### config.mk
export PLATFORM = sky130hd
export DESIGN_NAME = spi_byte_engine
export DESIGN_NICKNAME = d
export VERILOG_FILES = /design/src/rtl/spi_eng_pkg.sv /design/src/rtl/spi_sclk_gen.sv /design/src/rtl/spi_tx_shift.sv /design/src/rtl/spi_rx_shift.sv /design/src/rtl/spi_byte_engine.sv
export SDC_FILE = /design/constraint.sdc
export NUM_CORES = 1
export LEC_CHECK = 0
export BUFFER_PORTS_ARGS = -buffer_cell sky130_fd_sc_hd__buf_2
export CORE_ASPECT_RATIO = 2
export CORE_MARGIN = 3
export CORE_UTILIZATION = 51
export DETAILED_ROUTE_END_ITERATION = 10
export GPL_ROUTABILITY_DRIVEN = 1
export PLACE_DENSITY = 0.75
export SYNTH_ARGS = -nofsm -noshare
export SYNTH_HDL_FRONTEND = slang
export SYNTH_SLANG_ARGS = --single-unit
### constraint.sdc
create_clock -name clk -period 2 [get_ports clk]
set_clock_uncertainty 0.2 [all_clocks]
set_input_delay 0.2 -clock clk [delete_from_list [all_inputs] [get_ports clk]]
set_output_delay 0.2 -clock clk [all_outputs]
set_load 0.01 [all_outputs]
### src/rtl/spi_eng_pkg.sv
package spi_eng_pkg;
  typedef struct packed {
    logic lsb_first;
    logic idle_lvl;
    logic tx_inv;
    logic rx_inv;
    logic tx_pol;
    logic rx_pol;
  } spi_fmt_t;
endpackage

### src/rtl/spi_sclk_gen.sv
module spi_sclk_gen #(
  parameter int DIV_W = 8,
  parameter int BITS  = 8,
  localparam int EDGES = 2 * BITS,
  localparam int IDX_W = $clog2(EDGES)
) (
  input  logic             clk,
  input  logic             rst_n,
  input  logic             go,
  input  logic [DIV_W-1:0] div,
  output logic             run,
  output logic             sclk,
  output logic             edge_stb,
  output logic [IDX_W-1:0] edge_idx,
  output logic             fin
);
  localparam logic [IDX_W-1:0] LAST = IDX_W'(EDGES - 1);

  logic [DIV_W-1:0] cnt;

  always_ff @(posedge clk or negedge rst_n) begin
    if (!rst_n) begin
      run      <= 1'b0;
      cnt      <= '0;
      edge_idx <= '0;
      sclk     <= 1'b0;
    end else if (go) begin
      run      <= 1'b1;
      cnt      <= '0;
      edge_idx <= '0;
      sclk     <= 1'b0;
    end else if (run) begin
      if (cnt == div) begin
        cnt      <= '0;
        sclk     <= ~sclk;
        edge_idx <= edge_idx + 1'b1;
        if (edge_idx == LAST) run <= 1'b0;
      end else begin
        cnt <= cnt + 1'b1;
      end
    end
  end

  always_comb begin
    edge_stb = run && (cnt == div);
    fin      = edge_stb && (edge_idx == LAST);
  end

  // clock rests low outside a transfer
  assert_sclk_rest_low_R2: assert property (@(posedge clk) disable iff (!rst_n)
    !run |-> !sclk);
  // a running transfer never leaves sclk low after an odd number of edges
  assert_sclk_phase_R2: assert property (@(posedge clk) disable iff (!rst_n)
    run |-> (sclk == edge_idx[0]));
endmodule

### src/rtl/spi_tx_shift.sv
module spi_tx_shift #(
  parameter int BITS = 8,
  localparam int EDGES = 2 * BITS,
  localparam int IDX_W = $clog2(EDGES)
) (
  input  logic             clk,
  input  logic             rst_n,
  input  logic             load,
  input  logic [BITS-1:0]  data,
  input  logic             lsb_first,
  input  logic             tx_pol,
  input  logic             edge_stb,
  input  logic [IDX_W-1:0] edge_idx,
  output logic             bit_out
);
  localparam logic [IDX_W-1:0] LAST = IDX_W'(EDGES - 1);

  logic [BITS-1:0] sh;
  logic            adv;

  // polarity 1: advance on rising edges after the first; 0: on falling edges but the last
  always_comb begin
    if (tx_pol) adv = edge_stb && !edge_idx[0] && (edge_idx != '0);
    else        adv = edge_stb &&  edge_idx[0] && (edge_idx != LAST);
    bit_out = lsb_first ? sh[0] : sh[BITS-1];
  end

  always_ff @(posedge clk or negedge rst_n) begin
    if (!rst_n)   sh <= '0;
    else if (load) sh <= data;
    else if (adv) sh <= lsb_first ? (sh >> 1) : (sh << 1);
  end

  // the register never moves on an edge of the wrong direction
  assert_tx_edge_dir_R4: assert property (@(posedge clk) disable iff (!rst_n)
    (edge_stb && !load && (edge_idx[0] == tx_pol)) |=> $stable(sh));
endmodule

### src/rtl/spi_rx_shift.sv
module spi_rx_shift #(
  parameter int BITS = 8,
  localparam int EDGES = 2 * BITS,
  localparam int IDX_W = $clog2(EDGES)
) (
  input  logic             clk,
  input  logic             rst_n,
  input  logic             clr,
  input  logic             miso,
  input  logic             rx_inv,
  input  logic             rx_pol,
  input  logic             lsb_first,
  input  logic             edge_stb,
  input  logic [IDX_W-1:0] edge_idx,
  output logic [BITS-1:0]  nxt
);
  logic [BITS-1:0] sh;
  logic            take;
  logic            b;

  // polarity 0 samples on rising (even index), 1 on falling (odd index)
  always_comb begin
    take = edge_stb && (edge_idx[0] == rx_pol);
    b    = miso ^ rx_inv;
    if (!take)          nxt = sh;
    else if (lsb_first) nxt = {b, sh[BITS-1:1]};
    else                nxt = {sh[BITS-2:0], b};
  end

  always_ff @(posedge clk or negedge rst_n) begin
    if (!rst_n)   sh <= '0;
    else if (clr) sh <= '0;
    else          sh <= nxt;
  end

  // samples are taken only on the selected edge direction
  assert_rx_edge_dir_R5: assert property (@(posedge clk) disable iff (!rst_n)
    (edge_stb && !clr && (edge_idx[0] != rx_pol)) |=> $stable(sh));
endmodule

### src/rtl/spi_byte_engine.sv
module spi_byte_engine #(
  parameter int DIV_W = 8,
  parameter int BITS  = 8
) (
  input  logic             clk,
  input  logic             rst_n,
  input  logic             en,
  input  logic             cfg_wr,
  input  logic             cfg_lsb_first,
  input  logic             cfg_idle_lvl,
  input  logic             cfg_tx_pol,
  input  logic             cfg_rx_pol,
  input  logic             cfg_tx_inv,
  input  logic             cfg_rx_inv,
  input  logic [DIV_W-1:0] cfg_div,
  input  logic             mode_tx,
  input  logic             mode_rx,
  input  logic             start,
  input  logic [BITS-1:0]  tx_data,
  output logic             busy,
  output logic             done,
  output logic [BITS-1:0]  rx_data,
  output logic             sclk,
  output logic             mosi,
  input  logic             miso
);
  import spi_eng_pkg::*;
  localparam int IDX_W = $clog2(2 * BITS);

  spi_fmt_t         fmt_q;
  logic [DIV_W-1:0] div_q;
  logic             run, go, fin, edge_stb, tx_bit;
  logic [IDX_W-1:0] edge_idx;
  logic             txm, rxm;
  logic [BITS-1:0]  rx_nxt;

  assign go   = start && en && !run;
  assign busy = run;

  // format latch: whole word when idle, polarities only with the engine disabled
  always_ff @(posedge clk or negedge rst_n) begin
    if (!rst_n) begin
      fmt_q <= '0;
      div_q <= '0;
    end else if (cfg_wr && !run) begin
      fmt_q.lsb_first <= cfg_lsb_first;
      fmt_q.idle_lvl  <= cfg_idle_lvl;
      fmt_q.tx_inv    <= cfg_tx_inv;
      fmt_q.rx_inv    <= cfg_rx_inv;
      div_q           <= cfg_div;
      if (!en) begin
        fmt_q.tx_pol <= cfg_tx_pol;
        fmt_q.rx_pol <= cfg_rx_pol;
      end
    end
  end

  always_ff @(posedge clk or negedge rst_n) begin
    if (!rst_n) begin
      txm     <= 1'b0;
      rxm     <= 1'b0;
      done    <= 1'b0;
      rx_data <= '0;
    end else begin
      done <= fin;
      if (go) begin
        txm <= mode_tx;
        rxm <= mode_rx;
      end
      if (fin && rxm) rx_data <= rx_nxt;
    end
  end

  always_comb mosi = (run && txm) ? (tx_bit ^ fmt_q.tx_inv) : fmt_q.idle_lvl;

  spi_sclk_gen #(.DIV_W(DIV_W), .BITS(BITS)) u_clk (
    .clk(clk), .rst_n(rst_n), .go(go), .div(div_q), .run(run), .sclk(sclk),
    .edge_stb(edge_stb), .edge_idx(edge_idx), .fin(fin));

  spi_tx_shift #(.BITS(BITS)) u_tx (
    .clk(clk), .rst_n(rst_n), .load(go), .data(tx_data),
    .lsb_first(fmt_q.lsb_first), .tx_pol(fmt_q.tx_pol),
    .edge_stb(edge_stb), .edge_idx(edge_idx), .bit_out(tx_bit));

  spi_rx_shift #(.BITS(BITS)) u_rx (
    .clk(clk), .rst_n(rst_n), .clr(go), .miso(miso), .rx_inv(fmt_q.rx_inv),
    .rx_pol(fmt_q.rx_pol), .lsb_first(fmt_q.lsb_first),
    .edge_stb(edge_stb), .edge_idx(edge_idx), .nxt(rx_nxt));

  // completion is a single-cycle pulse
  assert_done_single_R1: assert property (@(posedge clk) disable iff (!rst_n)
    done |=> !done);
  // completion coincides with the first idle cycle
  assert_done_after_busy_R1: assert property (@(posedge clk) disable iff (!rst_n)
    done |-> (!busy && $past(busy)));
  // an offered start while ready always launches
  assert_launch_R1: assert property (@(posedge clk) disable iff (!rst_n)
    (start && en && !busy) |=> busy);
  // the format stays frozen for the length of a transfer
  assert_fmt_frozen_R9: assert property (@(posedge clk) disable iff (!rst_n)
    (busy && $past(busy)) |-> ($stable(fmt_q) && $stable(div_q)));
  // polarities never move while the engine is enabled
  assert_pol_locked_R9: assert property (@(posedge clk) disable iff (!rst_n)
    (en && $past(en)) |-> $stable({fmt_q.tx_pol, fmt_q.rx_pol}));
  // receive-only transfers keep the data-out line parked
  assert_rx_only_park_R7: assert property (@(posedge clk) disable iff (!rst_n)
    (busy && $past(busy) && !txm) |-> $stable(mosi));
endmodule

==> impl_metrics.tcl, run 1 <==
set metrics [dict create \
    start_util_pct 53.4 \
    viasPerCell 5.48 \
    critical_path_buf_inv_count 3 \
    fill_cells 390 \
    syn_inst 261 \
    path_clk_slew_ns 0.09 \
    yosysWarnings 0 \
    cp_max_fo 8 \
    critPathKind "register to register" \
    max_slew_margin_pct 71.1 \
    grt_use_total_pct 20.6 \
    synth-seq-area-share_pct 49.3 \
    dieArea_sq_mm 0.00646 \
    gp_congestion 0.743 \
    cpLargestDelayFamily "compound AO/OA/AOI/OAI gates" \
    syn_area_sq_mm 0.00279 \
    grt_overflow 0 \
    dpl.hpwl_um 4420 \
    die_w_um 58.3 \
    ant_nets 0 \
    drive_above_1_share_pct 41.2 \
    synth_top_flop_cell "dfrtp_1" \
    nNetsFinal 384 \
    finish.utilization_pct 73.6 \
    area_growth_pct 37.8 \
    vdd_drop_max_v 0.000955 \
    finalSetupTns_ns -0.00880 \
    drt-initial-drc-count 62 \
    hp-class "primary input to register" \
    stdcell_count 410 \
    wire_per_inst_um 15.5 \
    final-setup-viol-count 1 \
    leakage_nw 1.73 \
    status "complete, but fails checks" \
    slew_violations 0 \
    crit_slowest_cell "a2111oi_4" \
    drv_cap 0 \
    num_vias 2245 \
    num_io_pins 42 \
    hold_viol_final 0 \
    total_power_mw 4.48 \
    clockRootBuffer "clkbuf_8" \
    syn-num-nets 294 \
    postSynth.asyncResetShare_pct 100 \
    period_needed_ns 2.01 \
    diodes 0 \
    cts_tree "built" \
    dp_cells 370 \
    clk_latency_ns 0.31 \
    chipHeight_um 111 \
    slowest_delay_ns 0.44 \
    cts.sinks 55 \
    rows 37 \
    powerDensity_mw_per_mm2 1160 \
    pre_cts_ws_ns -0.0215 \
    yosysTopAreaCell "dfrtp_1" \
    multi_input_area_sq_mm 0.00150 \
    violations "negative setup slack" \
    cp.arrival_ns 2.01 \
    grt_start_max_net_pins 56 \
    end_kind "register" \
    grt_pass1_wl_um 10400 \
    fin_crit_sh_pct 100 \
    worst_pin_slew_ns 0.434 \
    worstPathRequired_ns 2.00 \
    antenna_found_initial 0 \
    portBuffers 41 \
    max_freq_mhz 498 \
    dr.pass1.iters 4 \
    layout_setup_ws_ns -0.00880 \
    drc 0 \
    seq_area_sq_mm 0.00138 \
    syn_avg_cell_area_sq_um 10.7 \
    cp_cell_sequence "inv_2 -> ha_4 -> inv_2 -> o311ai_4 -> a2111oi_4 -> buf_12 -> mux2i_1 -> a21oi_1" \
    synth_edf_count 0 \
    r2r_slack_ns -0.009 \
    cts_max_level 2 \
    numCtsBuffers 5 \
    wl_um 6370 \
    critPathLaunchType "register" \
    rsz0062_at_grt "yes" \
    cpMostUsedCell "inv_2" \
    grt_pass1_vias 2313 \
    synthTopCellsByArea "dfrtp_1 49%, mux2_2 8.9%, mux2i_1 6.8%, nand2_1 3.9%, o21ai_0 3.4%" \
    coreArea_sq_mm 0.00523 \
    yosys.area.top_type_share_pct 49.3 \
    clock_path_buffers 2 \
    synth_cell_type_count 36 \
    ys_ff_latch 55 \
]
-- cell usage after synthesis (all sizes together) (6+ instances only) --
| master | count |
|---|---|
| nand3 | 8 |
| o21ai | 27 |
| nor2 | 20 |
| xnor2 | 10 |
| a211oi | 6 |
| mux2i | 19 |
| clkbuf | 11 |
| a21oi | 10 |
| inv | 6 |
| mux2 | 22 |
| dfrtp | 55 |
| nand2 | 29 |
-- final timing paths --
kind                            cells after the start           endpoint               from
worst min-delay path                                3          u_clk.run              start
worst max register to register                      8         u_tx.sh[0]  u_clk.edge_idx[1]
worst max-delay path                                8         u_tx.sh[0]  u_clk.edge_idx[1]
worst min register to register                      2         rx_data[1]         rx_data[1]
max in group asynchronous                           3  u_clk.edge_idx[0]              rst_n
min in group asynchronous                           3         u_tx.sh[3]              rst_n
-- cell usage in the layout, fill, tap and decap left out, types with 3 or more instances in the layout --
| master | n |
|---|---|
| nor2_1 | 19 |
| buf_12 | 3 |
| nand2_1 | 20 |
| dfrtp_1 | 53 |
| clkbuf_8 | 6 |
| nor3b_1 | 4 |
| xor2_1 | 4 |
| mux2_2 | 22 |
| buf_4 | 23 |
| and3_1 | 3 |
| buf_2 | 41 |
| nor2b_1 | 3 |
| o21ai_0 | 13 |
| inv_2 | 3 |
| o21ai_1 | 9 |
| o21ai_2 | 5 |
| nand3_1 | 6 |
| a211oi_1 | 3 |
| xnor2_2 | 8 |
| inv_1 | 3 |
| mux2i_1 | 19 |
| a211oi_2 | 3 |
| dlygate4sd3_1 | 25 |
| nand2_2 | 7 |
| a21oi_1 | 10 |
| a21o_1 | 4 |
-- tightest hold or removal path, cell delays in order --
cell	delay, ns
buf_2	0.09
a21oi_1	0.14
nor2_1	0.10
-- power by group --
group	internal [mW]	switching, mW
Combinational	0.989	0.894
Sequential	1.47	0.369
Clock	0.405	0.357
-- what timing repair did --
action / in CTS / in global routing
cloned: 0 / 2
hold buffers: 25 / 0
pin swaps: 1 / 22
hold endpoints to repair: 79 / 0
buffers inserted: 0 / 5
setup endpoints to repair: 8 / 24
resized for setup: 4 / 31
-- routing by layer --
layer / wire length, um / GRT usage [%] / up-vias
li1: - / - / 1092
met1: 2220 / 21.1 / 1096
met2: 3820 / 39.4 / 44
met3: 172 / 3.26 / 13
met4: 156 / 7.12 / 0
met5: 0 / 0 / -
-- final cells by class --
type	count	share of cell area [%]
inverter	6	0.585
tap	58	1.88
sequential	55	35.8
clock inverter	2	0.910
multi-input combinational	187	38.8
timing repair buffer	96	19.9
clock buffer	6	2.14
-- state kept, by name, indices dropped and copies added, names as in the netlist --
signal,count
div_q,8
done,1
fmt_q,6
rx_data,8
rxm,1
txm,1
u_clk.cnt,8
u_clk.edge_idx,4
u_clk.run,1
u_clk.sclk,1
u_rx.sh,8
u_tx.sh,8
-- cell families (layout without fill, tap and decap cells) --
group | count (synthesis) | after routing | synth area share, %
muxes | 41 | 41 | 15.7
DFF | 55 | 55 | 49.3
xor gates and xnor gates | 14 | 14 | 5.46
AOI/OAI and AO/OA | 50 | 50 | 10.9
buffers and inverters | 19 | 110 | 2.60
and+or+nand+nor | 79 | 79 | 14.8
adders and majority gates | 3 | 3 | 1.34
-- stage by stage --
stage	cell area, sq um	hold WS (ns)
5_1_grt	3850	0.0901
3_3_place_gp	3290	0.0237
2_1_floorplan	2880	-0.296
6_report	3850	0.0514
3_5_place_dp	3290	0.0195
4_1_cts	3670	0.0460
Note: power is estimated with default switching activity, not from simulation.
==> run 2, diff against run 1 <==
Settings changed: SKIP_LAST_GASP from default to 1.
==> impl_metrics.tcl, run 2 (synthesis gave the netlist of run 1 again) <==
set metrics [dict create \
    wl_um 6310 \
    clockRootBuffer "clkbuf_8" \
    clock_path_buffers 2 \
    cp.arrival_ns 2.02 \
    busiest_layer "met2" \
    grtUsageMet2_pct 39.4 \
    wire_per_inst_um 15.4 \
    r2r_slack_ns -0.01 \
    drc 0 \
    cts.sinks 55 \
    diodes 0 \
    grt_use_total_pct 20.6 \
    crit_slowest_cell "a2111oi_4" \
    gp_congestion 0.743 \
    fill_cells 394 \
    fin_crit_sh_pct 101 \
    drive_above_1_share_pct 40.1 \
    num_vias 2242 \
    powerDensity_mw_per_mm2 1160 \
    dr.pass1.iters 4 \
    cp_max_fo 8 \
    grtUsageMet3_pct 3.26 \
    r2r_start "u_clk.edge_idx[1]" \
    cts_max_level 2 \
    dieArea_sq_mm 0.00646 \
    critPathKind "register to register" \
    max_freq_mhz 496 \
    worst_pin_slew_ns 0.434 \
    ant_nets 0 \
    end_kind "register" \
    final-setup-viol-count 1 \
    rsz0062_at_grt "yes" \
    cpMostUsedCell "inv_2" \
    final_common_cell "dfrtp_1" \
    seq_area_sq_mm 0.00138 \
    worstPathRequired_ns 2.00 \
    layout_setup_ws_ns -0.0146 \
    portBuffers 41 \
    hold_viol_final 0 \
    start_util_pct 53.4 \
    antenna_found_initial 0 \
    viasPerCell 5.47 \
    grt_start_max_net_pins 56 \
    chipHeight_um 111 \
    grt_pass1_wl_um 10400 \
    vdd_drop_max_v 0.000953 \
    grt_pass1_vias 2313 \
    slowest_delay_ns 0.44 \
    multi_input_area_sq_mm 0.00148 \
    critPathLaunchType "register" \
    cts_tree "built" \
    grt_overflow 0 \
    drt-initial-drc-count 69 \
    leakage_nw 1.72 \
    nNetsFinal 384 \
    coreArea_sq_mm 0.00523 \
    cp_cell_sequence "inv_2 -> ha_4 -> inv_2 -> o311ai_4 -> a2111oi_4 -> buf_12 -> mux2i_1 -> a21oi_1" \
    num_io_pins 42 \
    clk_latency_ns 0.31 \
    rows 37 \
    path_clk_slew_ns 0.09 \
    pre_cts_ws_ns -0.0215 \
    period_needed_ns 2.01 \
    worstHoldStart "start" \
    hp-class "primary input to register" \
    area_growth_pct 37.3 \
    final_cell_mix "53 x dfrtp_1, 41 x buf_2, 25 x dlygate4sd3_1" \
    slew_violations 0 \
    violations "negative setup slack" \
    finalSetupTns_ns -0.0146 \
    status "complete, but fails checks" \
    use_met1_pct 21.1 \
    critPathLaunch "u_clk.edge_idx[1]" \
    numCtsBuffers 5 \
    drv_cap 0 \
    dpl.hpwl_um 4420 \
    die_w_um 58.3 \
    max_slew_margin_pct 71.1 \
]
[run 2: cell count changes in the layout (fill, tap and decap cells not counted)]
cell / change
nand2_2: -1
o21ai_2: -1
a211oi_1: +2
nand2_1: +1
a211oi_2: -2
o21ai_0: +1
[run 2: where the power goes]
| group | switching [mW] | total (mW) | leakage, nW | internal (mW) |
|---|---|---|---|---|
| Clock | 0.356 | 0.762 | 0.0612 | 0.405 |
| Sequential | 0.370 | 1.84 | 0.669 | 1.47 |
| Combinational | 0.881 | 1.87 | 0.993 | 0.989 |
| Total | 1.61 | 4.47 | 1.72 | 2.86 |
[run 2: layout make-up]
type	count	area share, %
clock buffer	6	2.15
clock inverter	2	0.914
inverter	6	0.587
multi-input combinational	187	38.6
sequential	55	36.0
tap	58	1.89
timing repair buffer	96	19.9
[run 2: layer usage]
| layer | vias to the layer above | wire, um |
|---|---|---|
| li1 | 1089 | - |
| met1 | 1105 | 2200 |
| met2 | 38 | 3800 |
| met3 | 10 | 174 |
| met4 | 0 | 130 |
| met5 | - | 0 |
[run 2: repair_timing]
action / in CTS / in global routing
setup buffers: 0 / 5
gates resized for setup: 4 / 26
hold buffers: 25 / 0
pin swaps: 1 / 15
gates cloned: 0 / 2
setup endpoints to repair: 8 / 24
endpoints found under the hold margin: 79 / 0
[run 2: worst max-delay path: cells and delay by family (launching register included)]
family	cells	cell delay, ns
DFF	1	0.42
buffers and inverters	3	0.30
AOI/OAI and AO/OA	3	0.61
adders and majority gates	1	0.15
muxes	1	0.21
[run 2: worst paths after layout]
kind / endpoint / cells past startpoint
min: u_clk.run / 3
max: u_tx.sh[0] / 8
max in group asynchronous: u_clk.cnt[7] / 3
min reg2reg: rx_data[1] / 2
max reg2reg: u_tx.sh[0] / 8
min in group asynchronous: u_tx.sh[3] / 3
[run 2: metrics by stage]
stage	hold slack, ns	power, mW	area, sq um	utilization, %	std cells
finish	0.0506	4.47	3830	73.3	410
global route	0.0901	4.75	3830	73.3	410
CTS	0.0460	4.40	3670	70.2	403
detailed placement	0.0195	3.57	3290	62.9	370
global placement	0.0237	3.50	3290	62.9	370
floorplan	-0.296	3.02	2880	-	261
